[src/rtl/frc_pkg.sv]
package frc_pkg;
   localparam int BIT_EN  = 0;
   localparam int BIT_ONE = 3;
   localparam int BIT_SRC = 4;
   typedef enum logic {SRC_SENSOR = 1'b0, SRC_MEM = 1'b1} src_e;
endpackage

[src/rtl/frc_ctl_regs.sv]
module frc_ctl_regs #(
   parameter int CTL_W = 8
) (
   input  logic             clk,
   input  logic             rst_n,
   input  logic             wr,
   input  logic [CTL_W-1:0] wdata,
   input  logic             frame_start,
   input  logic             start_is_mem,
   output logic             en,
   output logic             one,
   output logic             src,
   output logic             mem_pend,
   output logic             fetch_start,
   output logic [CTL_W-1:0] rdata
);
   import frc_pkg::*;

   logic mem_arm_wr;
   assign mem_arm_wr = wdata[BIT_EN] & wdata[BIT_SRC];

   always_ff @(posedge clk or negedge rst_n) begin
      if (!rst_n) begin
         en          <= 1'b0;
         one         <= 1'b0;
         src         <= 1'b0;
         mem_pend    <= 1'b0;
         fetch_start <= 1'b0;
      end else begin
         fetch_start <= 1'b0;
         if (frame_start && start_is_mem)
            mem_pend <= 1'b0;
         if (frame_start && !start_is_mem && one) begin
            en  <= 1'b0;
            one <= 1'b0;
            src <= 1'b0;
         end
         if (wr) begin
            if (mem_arm_wr) begin
               en          <= 1'b0;
               one         <= 1'b0;
               src         <= 1'b0;
               mem_pend    <= 1'b1;
               fetch_start <= 1'b1;
            end else begin
               en  <= wdata[BIT_EN];
               one <= wdata[BIT_ONE];
               src <= wdata[BIT_SRC];
            end
         end
      end
   end

   always_comb begin
      rdata          = '0;
      rdata[BIT_EN]  = en;
      rdata[BIT_ONE] = one;
      rdata[BIT_SRC] = src;
   end
endmodule

[src/rtl/frc_frame_seq.sv]
module frc_frame_seq (
   input  logic clk,
   input  logic rst_n,
   input  logic en,
   input  logic src,
   input  logic mem_pend,
   input  logic sen_sof,
   input  logic sen_eof,
   input  logic mem_sof,
   input  logic mem_eof,
   output logic frame_start,
   output logic start_is_mem,
   output logic busy
);
   import frc_pkg::*;

   src_e cur_src;
   logic sen_go;
   logic cur_eof;

   assign start_is_mem = mem_pend & mem_sof;
   assign sen_go       = en & (src == SRC_SENSOR) & sen_sof;
   assign frame_start  = ~busy & (start_is_mem | sen_go);
   assign cur_eof      = (cur_src == SRC_MEM) ? mem_eof : sen_eof;

   always_ff @(posedge clk or negedge rst_n) begin
      if (!rst_n) begin
         busy    <= 1'b0;
         cur_src <= SRC_SENSOR;
      end else if (frame_start) begin
         busy    <= 1'b1;
         cur_src <= start_is_mem ? SRC_MEM : SRC_SENSOR;
      end else if (busy && cur_eof) begin
         busy <= 1'b0;
      end
   end
endmodule

[src/rtl/frc_shadow_bank.sv]
module frc_shadow_bank #(
   parameter int NUM_SHD = 4,
   parameter int SHD_W   = 16,
   localparam int AW     = $clog2(NUM_SHD)
) (
   input  logic                     clk,
   input  logic                     rst_n,
   input  logic                     wr,
   input  logic [AW-1:0]            addr,
   input  logic [SHD_W-1:0]         wdata,
   input  logic                     commit,
   output logic [SHD_W-1:0]         rdata,
   output logic [NUM_SHD*SHD_W-1:0] active
);
   logic [SHD_W-1:0] staged [NUM_SHD];

   for (genvar i = 0; i < NUM_SHD; i++) begin : g_entry
      always_ff @(posedge clk or negedge rst_n) begin
         if (!rst_n) begin
            staged[i]               <= '0;
            active[i*SHD_W +: SHD_W] <= '0;
         end else begin
            if (commit)
               active[i*SHD_W +: SHD_W] <= staged[i];
            if (wr && (addr == AW'(i)))
               staged[i] <= wdata;
         end
      end
   end

   assign rdata = staged[addr];
endmodule

[src/rtl/frame_run_ctrl.sv]
module frame_run_ctrl #(
   parameter int CTL_W   = 8,
   parameter int NUM_SHD = 4,
   parameter int SHD_W   = 16,
   localparam int AW     = $clog2(NUM_SHD)
) (
   input  logic                     clk,
   input  logic                     rst_n,
   input  logic                     ctl_wr,
   input  logic [CTL_W-1:0]         ctl_wdata,
   output logic [CTL_W-1:0]         ctl_rdata,
   input  logic                     shd_wr,
   input  logic [AW-1:0]            shd_addr,
   input  logic [SHD_W-1:0]         shd_wdata,
   output logic [SHD_W-1:0]         shd_rdata,
   output logic [NUM_SHD*SHD_W-1:0] shd_active,
   input  logic                     sen_sof,
   input  logic                     sen_eof,
   input  logic                     mem_sof,
   input  logic                     mem_eof,
   output logic                     fetch_start,
   output logic                     proc_en,
   output logic                     busy
);
   if (CTL_W < 5) begin : g_bad_ctl
      $error("CTL_W must hold the control fields up to bit 4");
   end
   if (NUM_SHD < 2) begin : g_bad_num
      $error("NUM_SHD must be at least 2");
   end
   if (SHD_W < 1) begin : g_bad_w
      $error("SHD_W must be positive");
   end

   logic en, one, src, mem_pend;
   logic frame_start, start_is_mem;

   frc_ctl_regs #(.CTL_W(CTL_W)) u_ctl (
      .clk(clk), .rst_n(rst_n), .wr(ctl_wr), .wdata(ctl_wdata),
      .frame_start(frame_start), .start_is_mem(start_is_mem),
      .en(en), .one(one), .src(src), .mem_pend(mem_pend),
      .fetch_start(fetch_start), .rdata(ctl_rdata)
   );

   frc_frame_seq u_seq (
      .clk(clk), .rst_n(rst_n), .en(en), .src(src), .mem_pend(mem_pend),
      .sen_sof(sen_sof), .sen_eof(sen_eof), .mem_sof(mem_sof), .mem_eof(mem_eof),
      .frame_start(frame_start), .start_is_mem(start_is_mem), .busy(busy)
   );

   frc_shadow_bank #(.NUM_SHD(NUM_SHD), .SHD_W(SHD_W)) u_shd (
      .clk(clk), .rst_n(rst_n), .wr(shd_wr), .addr(shd_addr), .wdata(shd_wdata),
      .commit(frame_start), .rdata(shd_rdata), .active(shd_active)
   );

   assign proc_en = busy;
endmodule

[config.mk]
export PLATFORM = sky130hd
export DESIGN_NAME = frame_run_ctrl
export DESIGN_NICKNAME = d
export VERILOG_FILES = /design/src/rtl/frc_pkg.sv /design/src/rtl/frc_ctl_regs.sv /design/src/rtl/frc_frame_seq.sv /design/src/rtl/frc_shadow_bank.sv /design/src/rtl/frame_run_ctrl.sv
export SDC_FILE = /design/constraint.sdc
export NUM_CORES = 1
export LEC_CHECK = 0
export ABC_AREA = 1
export BUFFER_PORTS_ARGS = -buffer_cell sky130_fd_sc_hd__buf_2
export CAP_MARGIN = 20
export CORE_MARGIN = 4
export CORE_UTILIZATION = 60
export CTS_BUF_LIST = sky130_fd_sc_hd__clkbuf_4 sky130_fd_sc_hd__clkbuf_8
export CTS_CLUSTER_SIZE = 40
export DETAILED_ROUTE_END_ITERATION = 16
export GPL_TIMING_DRIVEN = 0
export MAX_ROUTING_LAYER = met4
export PLACE_DENSITY_LB_ADDON = 0.05
export SLEW_MARGIN = 20
export SYNTH_ARGS = -nofsm -noshare
export SYNTH_HDL_FRONTEND = slang
export SYNTH_SLANG_ARGS = --single-unit
[constraint.sdc]
create_clock -name clk -period 3.3 [get_ports clk]
set_input_delay 0.66 -clock clk [delete_from_list [all_inputs] [get_ports clk]]
set_output_delay 0.66 -clock clk [all_outputs]
set_load 0.01 [all_outputs]
==> impl_metrics.tcl <==
set metrics [dict create \
    synth_cell_type_count 19 \
    cp-start-kind "input port" \
    synth_area_per_cell_sq_um 8.84 \
    clkLatencyLatePin_ps 430 \
    netlist_area_sq_um 5620 \
    grt_max_degree 80 \
    io_buffer_count 114 \
    dieArea_sq_um 11000 \
    power_mw 5.72 \
    clock_sinks 135 \
    grtUsageMet1_pct 37.5 \
    grt.overflow.total 0 \
    drt_iter0_drc 410 \
    drc_errors 0 \
    drv_slew 0 \
    hold_class "in -> async" \
    clk_pin_slew_worst_paths_ps 80 \
    coreArea_sq_um 9200 \
    yosysSeqAreaShare_pct 60.2 \
    grt.busiest_layer "met2" \
    area_growth_pct 21.5 \
    drive_above_1_share_pct 26.1 \
    cp-end-kind "output pin" \
    slew_headroom_pct 60.8 \
    start_util_pct 61.1 \
    worstMarginPinSlew_ps 588 \
    synth_top_area_cell "dfrtp_1" \
    ant_nets 0 \
    pre_cts_ws_ps 703 \
    grt.met2_usage_pct 45.8 \
    grt_util_met3_pct 6.05 \
    fin_skew_ps 7.63 \
    diodes 0 \
    gp_congestion 0.880 \
    cts_resized 0 \
    finalHoldViolations 0 \
    grt_pass1_vias 4702 \
    postCtsHoldBufs 0 \
    nNetsFinal 807 \
    synth_seq_cells 135 \
    die_y_microns 105 \
    wl_mm 14.5 \
    die_w_microns 105 \
    setup_violations 0 \
    yosys.area.top_type_share_pct 60.2 \
    wl_per_cell_microns 16.2 \
    numCtsBuffers 17 \
    n_fill_cell 720 \
    cts.path.max_buffers 2 \
    root_buffer "clkbuf_8" \
    final_cell_area_sq_um 6820 \
    cp.arrival_ps 2010 \
    grt_usage_pct 28.8 \
    drt-vias-per-instance 5.35 \
    num_vias 4795 \
    post_cts_buffers 0 \
    grt_setup_unrepaired "no" \
    synth_top_cells_by_area "dfrtp_1, nand2_1, o21ai_1" \
    p_leak_nw 3.81 \
    io_pins 125 \
    drt_pass1_iterations 5 \
    period_share_pct 80.9 \
    crit_fanout 10 \
    dp_hpwl_mm 10.3 \
    vdd_drop_max_mv 0.474 \
    cts_tree "done" \
    fmax_mhz 375 \
    h-tree-depth 4 \
    grt_first_pass_wirelength_mm 23.9 \
    yosysWarnings 0 \
    syn_inst 635 \
    antenna_found_initial 0 \
    placed_area_sq_um 6380 \
    status "complete, no violations" \
    critPathRequiredTime_ps 2640 \
    worstSetupPathType "in -> out" \
    num_rows 35 \
    maxCapViolCount 0 \
    timing.final.ws_setup_ps 630 \
    powerDensity_nw_per_um2 838 \
    min_period_ps 2670 \
]
cell usage after synthesis, drive strengths merged:
master and count:
nor2 7, nand3 7, a21oi 1, buf 36, nand2 337, nand4 16
clkbuf 2, inv 26, conb 1, o21ai 67, dfrtp 135
worst paths after layout:
path	cells after the start	slack, ps	from	end
worst min register to register	2	470	u_shd.active[47]$_DFFE_PN0P_	u_shd.active[47]$_DFFE_PN0P_
worst min-delay path	1	140	rst_n	u_ctl.fetch_start$_DFF_PN0_
max in group asynchronous	2	2430	rst_n	u_shd.staged[16]$_DFFE_PN0P_
worst max register to register	6	1690	u_ctl.src$_DFFE_PN0P_	u_shd.active[53]$_DFFE_PN0P_
worst max-delay path	6	630	shd_addr[0]	shd_rdata[11]
min in group clk	2	470	u_shd.active[47]$_DFFE_PN0P_	u_shd.active[47]$_DFFE_PN0P_
layout make-up:
cell class	count	area, sq um	share of cell area [%]
Sequential cell	135	3380	49.5
Multi-Input combinational cell	440	1870	27.4
Timing Repair Buffer	115	608	8.91
Buffer	38	284	4.16
Clock buffer	20	269	3.94
Clock inverter	12	175	2.57
Tap cell	111	139	2.04
Inverter	26	97.6	1.43
state kept, by name, indices dropped and copies added, names as in the netlist:
signal             flops
u_ctl.en               1
u_ctl.src              1
u_seq.cur_src          1
u_seq.busy             1
u_shd.active          64
u_shd.staged          64
u_ctl.fetch_start      1
u_ctl.one              1
u_ctl.mem_pend         1
logic make-up (layout without fill, tap and decap cells):
logic type,after synthesis,in the layout,share of synthesized area [%]
AOI/OAI and AO/OA,68,68,6.86
other,1,5,0.0668
buffers and inverters,64,211,6.80
DFF,135,135,60.2
and+or+nand+nor,367,367,26.1
per-layer routing:
layer / up-vias / share of wire, %
met5: - / 0
met4: 0 / 2.3
met3: 28 / 7.4
met2: 227 / 49
met1: 2286 / 41
li1: 2254 / -
through the flow:
stage,util (%),setup TNS (ps),instances,hold slack [ps]
after floorplan,-,0,639,364
after global routing,74.2,0,897,148
final,74.2,0,897,135
after detailed placement,69.3,0,865,453
after CTS,74.2,0,897,143
after global placement,68.9,-18030,864,449
report_power, final:
group | total [mW] | switching [mW] | internal [mW]
clock | 1.50 | 0.631 | 0.870
sequential | 2.53 | 0.331 | 2.19
combinational | 1.69 | 1.02 | 0.671
total | 5.72 | 1.98 | 3.73
cells in the final DEF, fill, tap and decap left out, drive strengths merged:
master and n:
clkbuf 22, clkinv 5, nand3 7, o21ai 67
conb 5, inv 26, bufinv 4, clkinvlp 3
buf 151, nand4 16, nand2 337, nor2 7
dfrtp 135, a21oi 1
critical path: stages:
cell and delay, ps:
buf_2 150, nor2_4 270, clkbuf_1 500, nand2_1 120
nand4_1 150, buf_2 150
No activity file was read; power rests on OpenSTA's default activity.
